### src/rtl/xirq_pkg.sv
package xirq_pkg;
  typedef enum logic [1:0] {
    ADR_MODE = 2'd0,
    ADR_PEND = 2'd1,
    ADR_ENAB = 2'd2,
    ADR_NONE = 2'd3
  } xirq_addr_e;
endpackage

### src/rtl/xirq_sync.sv
// Two-flop synchronizer plus one history stage per line; preset high.
module xirq_sync #(
  parameter int W = 24
) (
  input  logic         clk,
  input  logic         rst,
  input  logic [W-1:0] pin_in,
  output logic [W-1:0] cur,
  output logic [W-1:0] prev
);
  logic [W-1:0] stg1, stg2, stg3;

  always_ff @(posedge clk) begin
    if (rst) begin
      stg1 <= '1;
      stg2 <= '1;
      stg3 <= '1;
    end else begin
      stg1 <= pin_in;
      stg2 <= stg1;
      stg3 <= stg2;
    end
  end

  assign cur  = stg2;
  assign prev = stg3;
endmodule

### src/rtl/xirq_cell.sv
// One line: edge qualification by group and mode, plus the pending flop.
module xirq_cell #(
  parameter bit IS_PORT = 1'b1
) (
  input  logic clk,
  input  logic rst,
  input  logic cur,
  input  logic prev,
  input  logic mode,
  input  logic clr,
  output logic pend
);
  logic hit;
  logic level_mode;

  generate
    if (IS_PORT) begin : g_port
      assign hit        = mode ? (prev & ~cur) : (prev ^ cur);
      assign level_mode = 1'b0;
    end else begin : g_irq
      assign hit        = prev & ~cur;
      assign level_mode = ~mode;
    end
  endgenerate

  always_ff @(posedge clk) begin
    if (rst)             pend <= 1'b0;
    else if (level_mode) pend <= ~cur;
    else                 pend <= (pend & ~clr) | hit;
  end
endmodule

### src/rtl/xirq_regs.sv
// Mode and enable storage, one-to-clear decode, registered read mux.
module xirq_regs
  import xirq_pkg::*;
#(
  parameter int NPORT = 16,
  parameter int NIRQ  = 8,
  parameter int DW    = 32
) (
  input  logic                   clk,
  input  logic                   rst,
  input  logic [1:0]             reg_addr,
  input  logic                   reg_wr,
  input  logic [DW-1:0]          reg_wdata,
  input  logic [NPORT+NIRQ-1:0]  pend_lines,
  output logic [NPORT+NIRQ-1:0]  mode_lines,
  output logic [NPORT+NIRQ-1:0]  en_lines,
  output logic [NPORT+NIRQ-1:0]  clr_lines,
  output logic [DW-1:0]          reg_rdata
);
  localparam int NLINE = NPORT + NIRQ;
  localparam int NRSV  = DW - NLINE;

  xirq_addr_e      sel;
  logic [NLINE-1:0] wr_lines;
  logic             wdata_unused;

  assign sel = xirq_addr_e'(reg_addr);

  genvar gi;
  generate
    for (gi = 0; gi < NLINE; gi++) begin : g_unpack
      assign wr_lines[gi] = reg_wdata[DW-1-gi];
    end
  endgenerate
  assign wdata_unused = ^reg_wdata[NRSV-1:0];

  function automatic logic [DW-1:0] pack_word(input logic [NLINE-1:0] v);
    logic [DW-1:0] w;
    w = '0;
    for (int i = 0; i < NLINE; i++) w[DW-1-i] = v[i];
    return w;
  endfunction

  assign clr_lines = (reg_wr && sel == ADR_PEND) ? wr_lines : '0;

  always_ff @(posedge clk) begin
    if (rst) begin
      mode_lines <= '0;
      en_lines   <= '0;
    end else if (reg_wr) begin
      if (sel == ADR_MODE) mode_lines <= wr_lines;
      if (sel == ADR_ENAB) en_lines   <= wr_lines;
    end
  end

  always_ff @(posedge clk) begin
    if (rst) reg_rdata <= '0;
    else begin
      case (sel)
        ADR_MODE: reg_rdata <= pack_word(mode_lines);
        ADR_PEND: reg_rdata <= pack_word(pend_lines);
        ADR_ENAB: reg_rdata <= pack_word(en_lines);
        default:  reg_rdata <= '0;
      endcase
    end
  end
endmodule

### src/rtl/xirq_detect.sv
module xirq_detect #(
  parameter int NPORT = 16,
  parameter int NIRQ  = 8,
  parameter int DW    = 32
) (
  input  logic             clk,
  input  logic             rst,
  input  logic [1:0]       reg_addr,
  input  logic             reg_wr,
  input  logic [DW-1:0]    reg_wdata,
  output logic [DW-1:0]    reg_rdata,
  input  logic [NPORT-1:0] port_pins,
  input  logic [NIRQ-1:0]  irq_pins,
  output logic             irq_out
);
  localparam int NLINE = NPORT + NIRQ;

  logic [NLINE-1:0] pin_lines, cur_lines, prev_lines;
  logic [NLINE-1:0] mode_lines, en_lines, clr_lines, pend_lines;

  assign pin_lines = {irq_pins, port_pins};

  xirq_sync #(.W(NLINE)) u_sync (
    .clk   (clk),
    .rst   (rst),
    .pin_in(pin_lines),
    .cur   (cur_lines),
    .prev  (prev_lines)
  );

  genvar g;
  generate
    for (g = 0; g < NLINE; g++) begin : g_line
      xirq_cell #(.IS_PORT(g < NPORT ? 1'b1 : 1'b0)) u_cell (
        .clk (clk),
        .rst (rst),
        .cur (cur_lines[g]),
        .prev(prev_lines[g]),
        .mode(mode_lines[g]),
        .clr (clr_lines[g]),
        .pend(pend_lines[g])
      );
    end
  endgenerate

  xirq_regs #(.NPORT(NPORT), .NIRQ(NIRQ), .DW(DW)) u_regs (
    .clk       (clk),
    .rst       (rst),
    .reg_addr  (reg_addr),
    .reg_wr    (reg_wr),
    .reg_wdata (reg_wdata),
    .pend_lines(pend_lines),
    .mode_lines(mode_lines),
    .en_lines  (en_lines),
    .clr_lines (clr_lines),
    .reg_rdata (reg_rdata)
  );

  always_ff @(posedge clk) begin
    if (rst) irq_out <= 1'b0;
    else     irq_out <= |(pend_lines & en_lines);
  end
endmodule

### config.mk
export PLATFORM = sky130hd
export DESIGN_NAME = xirq_detect
export DESIGN_NICKNAME = d
export VERILOG_FILES = /design/src/rtl/xirq_pkg.sv /design/src/rtl/xirq_sync.sv /design/src/rtl/xirq_cell.sv /design/src/rtl/xirq_regs.sv /design/src/rtl/xirq_detect.sv
export SDC_FILE = /design/constraint.sdc
export NUM_CORES = 1
export LEC_CHECK = 0
export BUFFER_PORTS_ARGS = -buffer_cell sky130_fd_sc_hd__clkbuf_2
export CORE_MARGIN = 2
export CORE_UTILIZATION = 63
export CTS_BUF_LIST = sky130_fd_sc_hd__clkbuf_8
export CTS_CLUSTER_SIZE = 8
export DETAILED_ROUTE_END_ITERATION = 8
export PLACE_DENSITY = 0.87
export SYNTH_ARGS = -nofsm -noshare
export SYNTH_HDL_FRONTEND = slang
export SYNTH_SLANG_ARGS = --single-unit
### constraint.sdc
create_clock -name clk -period 2.6 [get_ports clk]
set_input_delay 0.13 -clock clk [delete_from_list [all_inputs] [get_ports clk]]
set_output_delay 0.13 -clock clk [all_outputs]
set_load 0.05 [all_outputs]
==> impl_metrics.tcl, run 1 <==
set metrics [dict create \
    tritoncts "yes" \
    dr_total_vias 5085 \
    p_leak_nw 3.284 \
    path_class "in -> reg" \
    syn_to_final_growth_pct 20.03 \
    ys_seq_area_frac 0.5326 \
    max_stage_delay_ns 0.89 \
    multi_input_area_um2 2557 \
    rsz0062_at_grt "false" \
    drv_cap 0 \
    yosysWarnings 0 \
    cts_setup_buffers 0 \
    timing.fmax_ghz 0.6743 \
    place_congestion 0.9169 \
    io_buffers 77 \
    combPwrFrac 0.093 \
    io_pins 94 \
    final_core_util 0.7801 \
    clock_sinks 169 \
    grt_max_degree 153 \
    firstDrtPassIters 5 \
    clock_tree.buffer_depth 2 \
    wl_per_cell_um 15.67 \
    period_needed_ns 1.483 \
    ys_ff_latch 169 \
    antenna_found_initial 0 \
    clock_skew_ns 0.009151 \
    switching_power_mw 1.255 \
    path_delay_family "simple AND/OR/NAND/NOR gates" \
    die-area_um2 10900 \
    ant_nets 0 \
    min_path_cells 3 \
    syn_avg_cell_area_um2 9.453 \
    period_share 0.5704 \
    hp-class "in -> reg" \
    die_w_um 104.4 \
    worst_ir_drop_vdd_uv 570.7 \
    core_area_um2 9774 \
    cts-root-buf "clkbuf_8" \
    worstPathMaxFanout 24 \
    path_cells "clkbuf_2 -> or3b_1 -> nand2_1 -> a21oi_2" \
    grt_pass1_vias 5025 \
    outcome "completed" \
    grt_pass1_wl_um 23560 \
    wl_um 14560 \
    clk_latency_ns 0.46 \
    drcViolationCount 0 \
    reg2reg_slack_ns 1.41 \
    htreeDepth 4 \
    internal_power_mw 4.010 \
    nNetsFinal 860 \
    path_buf_inv 1 \
    vias_per_cell 5.474 \
    slew_headroom 0.3153 \
    grt_usage 0.2758 \
    numCtsBuffers 17 \
    switching_share 0.2383 \
    cp.required_ns 2.99 \
    antenna_cells 0 \
    synth_cell_types 33 \
    r2r-start "g_line[8].u_cell.pend$_SDFF_PP0_" \
    die_h_um 104.4 \
    cp-end-kind "flop" \
    setup_violations 0 \
    tightestPinTransition_ns 1.027 \
    rr_worst_depth 3 \
    cpMaxStageDelayCell "or3b_1" \
    syn_area_um2 6352 \
    grt-ovfl-total 0 \
    num_rows 36 \
    power_frac_clock 0.386 \
    arrival_ns 1.87 \
    drive_gt1_frac 0.2399 \
    start_util 0.6499 \
    clk_pin_slew_ns 0.09 \
    whs_endpoint "u_sync.prev[10]$_SDFF_PP1_" \
    p_seq_frac 0.522 \
    fillers 605 \
    timing.final.hold_violations 0 \
    fin_tns_setup_ns 0 \
    drtIter0Drc 406 \
    startpoint_type "input pin" \
    hold_start "rst" \
    dp_hpwl_um 8863 \
    pwr_density_cell_nw_per_um2 690.5 \
    drv_slew 0 \
    synth_cells 672 \
    r2r_end "irq_out$_SDFF_PP0_" \
    ff_latch_area_um2 3383 \
]
-- repair_timing --
| item | in CTS | in global routing |
|---|---|---|
| setup endpoints to repair | 0 | 0 |
| endpoints found under the hold margin | 72 | 0 |
| hold buffers | 48 | 0 |
| resized for setup | 0 | 0 |
-- layout make-up --
class                           count  share of cell area
Clock buffer                       20             0.03610
Clock inverter                     12             0.02265
Timing Repair Buffer              132              0.1241
Multi-Input combinational cell    430              0.3354
Tap cell                          133             0.02182
Inverter                           33             0.01625
Sequential cell                   169              0.4437
-- sequential cells by signal, summed over array words and instances, names as in the netlist --
signal and cells:
u_sync.stg1 24, u_sync.prev 24, u_regs.en_lines 24, irq_out 1
u_regs.reg_rdata 24, u_regs.mode_lines 24, u_sync.cur 24, g_line.u_cell.pend 24
-- metrics by stage --
stage	hold WS, ns	area, µm²	setup WS, ns	instances	power [mW]
finish	0.1135	7625	1.117	929	5.265
global route	0.1107	7625	1.098	929	5.440
CTS	0.09408	7625	1.206	929	5.268
detailed placement	0.3138	6696	0.7733	849	3.224
global placement	0.3128	6696	0.8222	849	3.202
floorplan	0.2338	6379	1.587	679	3.109
-- kinds of logic after synthesis --
family	count (synthesis)	synth area share
compound gates	141	0.1448
fa+ha+maj	16	0.03151
buf+inv	80	0.06894
flops	169	0.5326
mux	24	0.03782
other cells	1	0.0005903
simple gates	241	0.1838
-- cells in the final DEF (no fill, tap or decap), drive strengths merged --
master | netlist | final
nand4 | 3 | 3
dlygate4sd3 | 0 | 48
clkinv | 1 | 4
a21oi | 80 | 80
nor2b | 8 | 8
ha | 16 | 16
or2 | 56 | 56
clkinvlp | 0 | 4
and3 | 8 | 8
and3b | 1 | 1
o31a | 1 | 1
and2b | 1 | 1
inv | 32 | 33
buf | 34 | 8
a22oi | 12 | 12
nand3b | 2 | 2
mux2i | 24 | 24
a2bb2oi | 24 | 24
nand2 | 120 | 120
clkbuf | 13 | 96
conb | 1 | 8
dfxtp | 169 | 169
nor2 | 40 | 40
or3b | 1 | 1
nor3b | 1 | 1
o32ai | 8 | 8
bufinv | 0 | 4
o21ai | 16 | 16
-- per-layer routing --
metal	part of all wire	GRT usage	up-vias
met3	0.078	0.06767	52
met5	0	0	-
li1	-	-	2426
met1	0.39	0.3176	2353
met2	0.49	0.4641	254
met4	0.039	0.1622	0
-- how the worst max path moves through the flow --
stage	from	endpoint	depth (start not counted)
global route	reg_addr[1]	u_regs.mode_lines[14]$_SDFFE_PP0P_	4
finish	reg_addr[1]	u_regs.mode_lines[14]$_SDFFE_PP0P_	4
CTS	reg_addr[1]	u_regs.mode_lines[14]$_SDFFE_PP0P_	4
global placement	reg_addr[1]	u_regs.mode_lines[6]$_SDFFE_PP0P_	4
detailed placement	reg_addr[1]	u_regs.mode_lines[15]$_SDFFE_PP0P_	4
floorplan	reg_addr[1]	u_regs.mode_lines[6]$_SDFFE_PP0P_	5
-- power groups by stage --
| stage | Sequential (mW) | Clock, mW | Combinational, mW |
|---|---|---|---|
| 4_1_cts | 2.74 | 2.04 | 0.481 |
| 6_report | 2.75 | 2.03 | 0.488 |
| 2_1_floorplan | 2.82 | 0 | 0.287 |
| 5_1_grt | 2.76 | 2.16 | 0.528 |
| 3_3_place_gp | 2.80 | 0 | 0.403 |
| 3_5_place_dp | 2.80 | 0 | 0.420 |
-- worst min-delay path: cells and delay by family --
kind / cells / cell delay [ns]
and+or+nand+nor: 1 / 0.08
buffers and inverters: 2 / 0.31
-- cells in the mapped netlist --
cell type / instances / share of area
buf_6: 11 / 0.019
and3_1: 4 / 0.0039
inv_1: 32 / 0.019
buf_2: 11 / 0.0087
o31a_1: 1 / 0.0014
or3b_1: 1 / 0.0014
a22oi_1: 12 / 0.014
conb_1: 1 / 0.00059
ha_1: 16 / 0.032
clkbuf_1: 13 / 0.0077
and3b_1: 1 / 0.0014
and3_4: 4 / 0.0071
nor2b_1: 8 / 0.0079
a21oi_2: 8 / 0.011
and2b_4: 1 / 0.0016
nand4_1: 3 / 0.0030
nand3b_2: 1 / 0.0018
buf_4: 11 / 0.013
dfxtp_1: 169 / 0.53
nor3b_4: 1 / 0.0030
nand3b_4: 1 / 0.0032
o32ai_2: 4 / 0.010
clkinv_1: 1 / 0.00059
or2_2: 56 / 0.055
nor2_1: 40 / 0.024
mux2i_1: 24 / 0.038
a21oi_1: 72 / 0.057
nand2_1: 120 / 0.071
o32ai_1: 4 / 0.0055
buf_1: 1 / 0.00059
o21ai_1: 1 / 0.00079
a2bb2oi_1: 24 / 0.033
o21ai_0: 15 / 0.012
Power figures use the tool's default switching activity.
==> run 2, diff against run 1 <==
--- a/config.mk
+++ b/config.mk
@@ -5,13 +5,14 @@
 export SDC_FILE = /design/constraint.sdc
 export NUM_CORES = 1
 export LEC_CHECK = 0
+export ABC_AREA = 1
 export BUFFER_PORTS_ARGS = -buffer_cell sky130_fd_sc_hd__clkbuf_2
 export CORE_MARGIN = 2
-export CORE_UTILIZATION = 63
+export CORE_UTILIZATION = 59
 export CTS_BUF_LIST = sky130_fd_sc_hd__clkbuf_8
 export CTS_CLUSTER_SIZE = 8
 export DETAILED_ROUTE_END_ITERATION = 8
-export PLACE_DENSITY = 0.87
+export PLACE_DENSITY = 0.82
 export SYNTH_ARGS = -nofsm -noshare
 export SYNTH_HDL_FRONTEND = slang
 export SYNTH_SLANG_ARGS = --single-unit
==> constraint.sdc (replaced) <==
create_clock -name clk -period 1.4 [get_ports clk]
set_input_delay 0.07 -clock clk [delete_from_list [all_inputs] [get_ports clk]]
set_output_delay 0.07 -clock clk [all_outputs]
set_load 0.05 [all_outputs]
==> run 2 against run 1 <==
  * Synthesized cell count grew 16%
  * Utilization shrank 3.3 points
  * Die area grew 5.2%
  * Critical path depth shrank 3
  * Worst hold slack lost 0.033 ns
  * Area after synthesis shrank 1.3%
  * Final area grew 1.1%
  * Sequential cell count is the same
  * Wire length shrank 0.64%
  * Non-clock buffer count grew 16
  * Sequential share of layout area shrank 0.50 points
==> impl_metrics.tcl, run 2 <==
set metrics [dict create \
    outcome "completed" \
    startpoint_type "flop" \
    whs_ns 0.08066 \
    tritoncts "yes" \
    place_congestion 0.8012 \
    synth_cell_types 20 \
    yosysWarnings 0 \
    synthFlopType "dfxtp_1" \
    period_needed_ns 1.173 \
    io_pins 94 \
    grt_pass1_vias 5309 \
    synth_cells 777 \
    power_frac_clock 0.378 \
    internal_power_mw 7.433 \
    cts-root-buf "clkbuf_8" \
    die_h_um 107.1 \
    multi_input_area_um2 2405 \
    period_share 0.8381 \
    drtIter0Drc 286 \
    dp.cells 970 \
    synthTopCellsByArea "dfxtp_1 (54%), nand2_1 (14%), or2_2 (5.6%), a21oi_1 (5.1%), nand3_1 (4.0%)" \
    cp.depth 1 \
    synth_top_cell_by_area "dfxtp_1" \
    setup_violations 0 \
    p_seq_frac 0.522 \
    rr_worst_depth 6 \
    place_ws_ns 0.3143 \
    timing.final.hold_violations 0 \
    synthTopCellsByCount "nand2_1 (230), dfxtp_1 (169), inv_1 (65), a21oi_1 (64), or2_2 (56)" \
    path_delay_family "flip-flops" \
    synth_edf_count 0 \
    vias_per_cell 5.151 \
    synth.most_common_cell "nand2_1" \
    finalNonFillerCells 1053 \
    worst_ir_drop_vdd_uv 715.0 \
    min_path_cells 4 \
    num_rows 37 \
    drv_cap 0 \
    switching_share 0.2433 \
    numCtsBuffers 17 \
    grt_pass1_wl_um 23670 \
    rsz0062_at_grt "false" \
    antenna_found_initial 0 \
    drcViolationCount 0 \
    cpMaxStageDelayCell "dfxtp_1" \
    worstPathMaxFanout 1 \
    timing.fmax_ghz 0.8523 \
    cts_setup_buffers 0 \
    arrival_ns 1.10 \
    dr_total_vias 5424 \
    clock_tree.buffer_depth 2 \
    ys_seq_area_frac 0.5394 \
    ff_latch_area_um2 3383 \
    drive_gt1_frac 0.2061 \
    clk_latency_ns 0.46 \
    firstDrtPassIters 7 \
    grt-ovfl-total 0 \
    ys_ff_latch 169 \
    start_util 0.6076 \
    pwr_density_cell_nw_per_um2 1274 \
    mostFrequentLayoutCell "nand2_1" \
    wl_um 14460 \
    io_buffers 77 \
    die_w_um 107.1 \
    syn_avg_cell_area_um2 8.072 \
    drv_slew 0 \
    p_total_mw 9.823 \
    cp.required_ns 1.33 \
    grt_usage 0.2622 \
    syn_area_um2 6272 \
    hp-class "in -> reg" \
    synthArstFlopShare 0 \
    clk_pin_slew_ns 0.08 \
    layout_setup_ws_ns 0.2267 \
    path_buf_inv 1 \
    clock_sinks 169 \
    combPwrFrac 0.099 \
    path_cells "clkbuf_2" \
    path_class "reg -> out" \
    dp_hpwl_um 8804 \
    switching_power_mw 2.390 \
    fin_tns_setup_ns 0 \
    ant_nets 0 \
    final_cell_mix "nand2_1 (230), dfxtp_1 (169), clkbuf_2 (77)" \
    clock_skew_ns 0.01211 \
    cp-end-kind "output port" \
    die-area_um2 11470 \
    fillers 695 \
    p_leak_nw 3.597 \
    syn_to_final_growth_pct 22.94 \
    htreeDepth 4 \
    wl_per_cell_um 13.74 \
    antenna_cells 0 \
    max_stage_delay_ns 0.36 \
    synth_top_cell_area_share 0.5394 \
    core_area_um2 10320 \
    nNetsFinal 981 \
    grt_max_degree 42 \
]
[run 2: changes by cell type after synthesis, sizes merged, moves of 24 or more]
cell / previous run / this run
nand3: 0 / 50
o21ai: 16 / 48
mux2i: 24 / 0
inv: 32 / 68
a2bb2oi: 24 / 0
nand2: 120 / 231
[run 2: area by class of cell]
class,instances,share of cell area
Timing Repair Buffer,148,0.1373
Clock buffer,19,0.03391
Sequential cell,169,0.4387
Multi-Input combinational cell,500,0.3119
Inverter,68,0.03310
Tap cell,136,0.02207
Clock inverter,13,0.02304
[run 2: worst register-to-register path, cell delays in order (launching register included)]
cell	delay, ns
dfxtp_1	0.34
nand2_1	0.08
nand2_1	0.06
nor2_1	0.21
nand3_1	0.11
nor2_1	0.14
nor2_1	0.06
[run 2: worst paths after layout]
check	from	end	slack [ns]
worst max register to register	g_line[4].u_cell.pend$_SDFF_PP0_	irq_out$_SDFF_PP0_	0.31
worst max-delay path	u_regs.reg_rdata[31]$_SDFF_PP0_	reg_rdata[31]	0.23
worst min register to register	u_sync.stg1[21]$_SDFF_PP1_	u_sync.cur[21]$_SDFF_PP1_	0.41
worst min-delay path	rst	u_sync.prev[2]$_SDFF_PP1_	0.08
[run 2: per-stage QoR]
step	util	instance area [µm²]
6_report	0.7469	7711
5_1_grt	0.7469	7711
4_1_cts	0.7469	7711
3_5_place_dp	0.6550	6761
3_3_place_gp	0.6550	6761
2_1_floorplan	-	6299
[run 2: power groups by stage]
| stage | Clock [mW] | Sequential [mW] | Combinational (mW) |
|---|---|---|---|
| 6_report | 3.72 | 5.13 | 0.975 |
| 5_1_grt | 3.96 | 5.15 | 1.06 |
| 4_1_cts | 3.75 | 5.13 | 0.959 |
| 3_5_place_dp | 0 | 5.24 | 0.838 |
| 3_3_place_gp | 0 | 5.23 | 0.805 |
| 2_1_floorplan | 0 | 5.30 | 0.518 |
[run 2: timing repair]
action,CTS,global route
endpoints found under the hold margin,94,0
resized for setup,0,0
hold buffers,51,0
[run 2: cells by family (layout without fill, tap and decap cells)]
family                   count (synthesis)  after routing  share of synthesized area
AO/OA/AOI/OAI                          112            112                    0.08937
adder cells (fa/ha/maj)                 16             16                    0.03192
buffers and inverters                  115            248                    0.08139
flip-flops                             169            169                     0.5394
other                                    1              8                  0.0005979
AND/OR/NAND/NOR                        364            364                     0.2573
[run 2: per-layer routing]
layer,vias to the layer above,GRT usage,routed length (µm)
met3,43,0.07538,1089
met2,242,0.4539,7343
met4,0,0.1178,367
met5,-,0,0
met1,2455,0.2988,5664
li1,2684,-,-
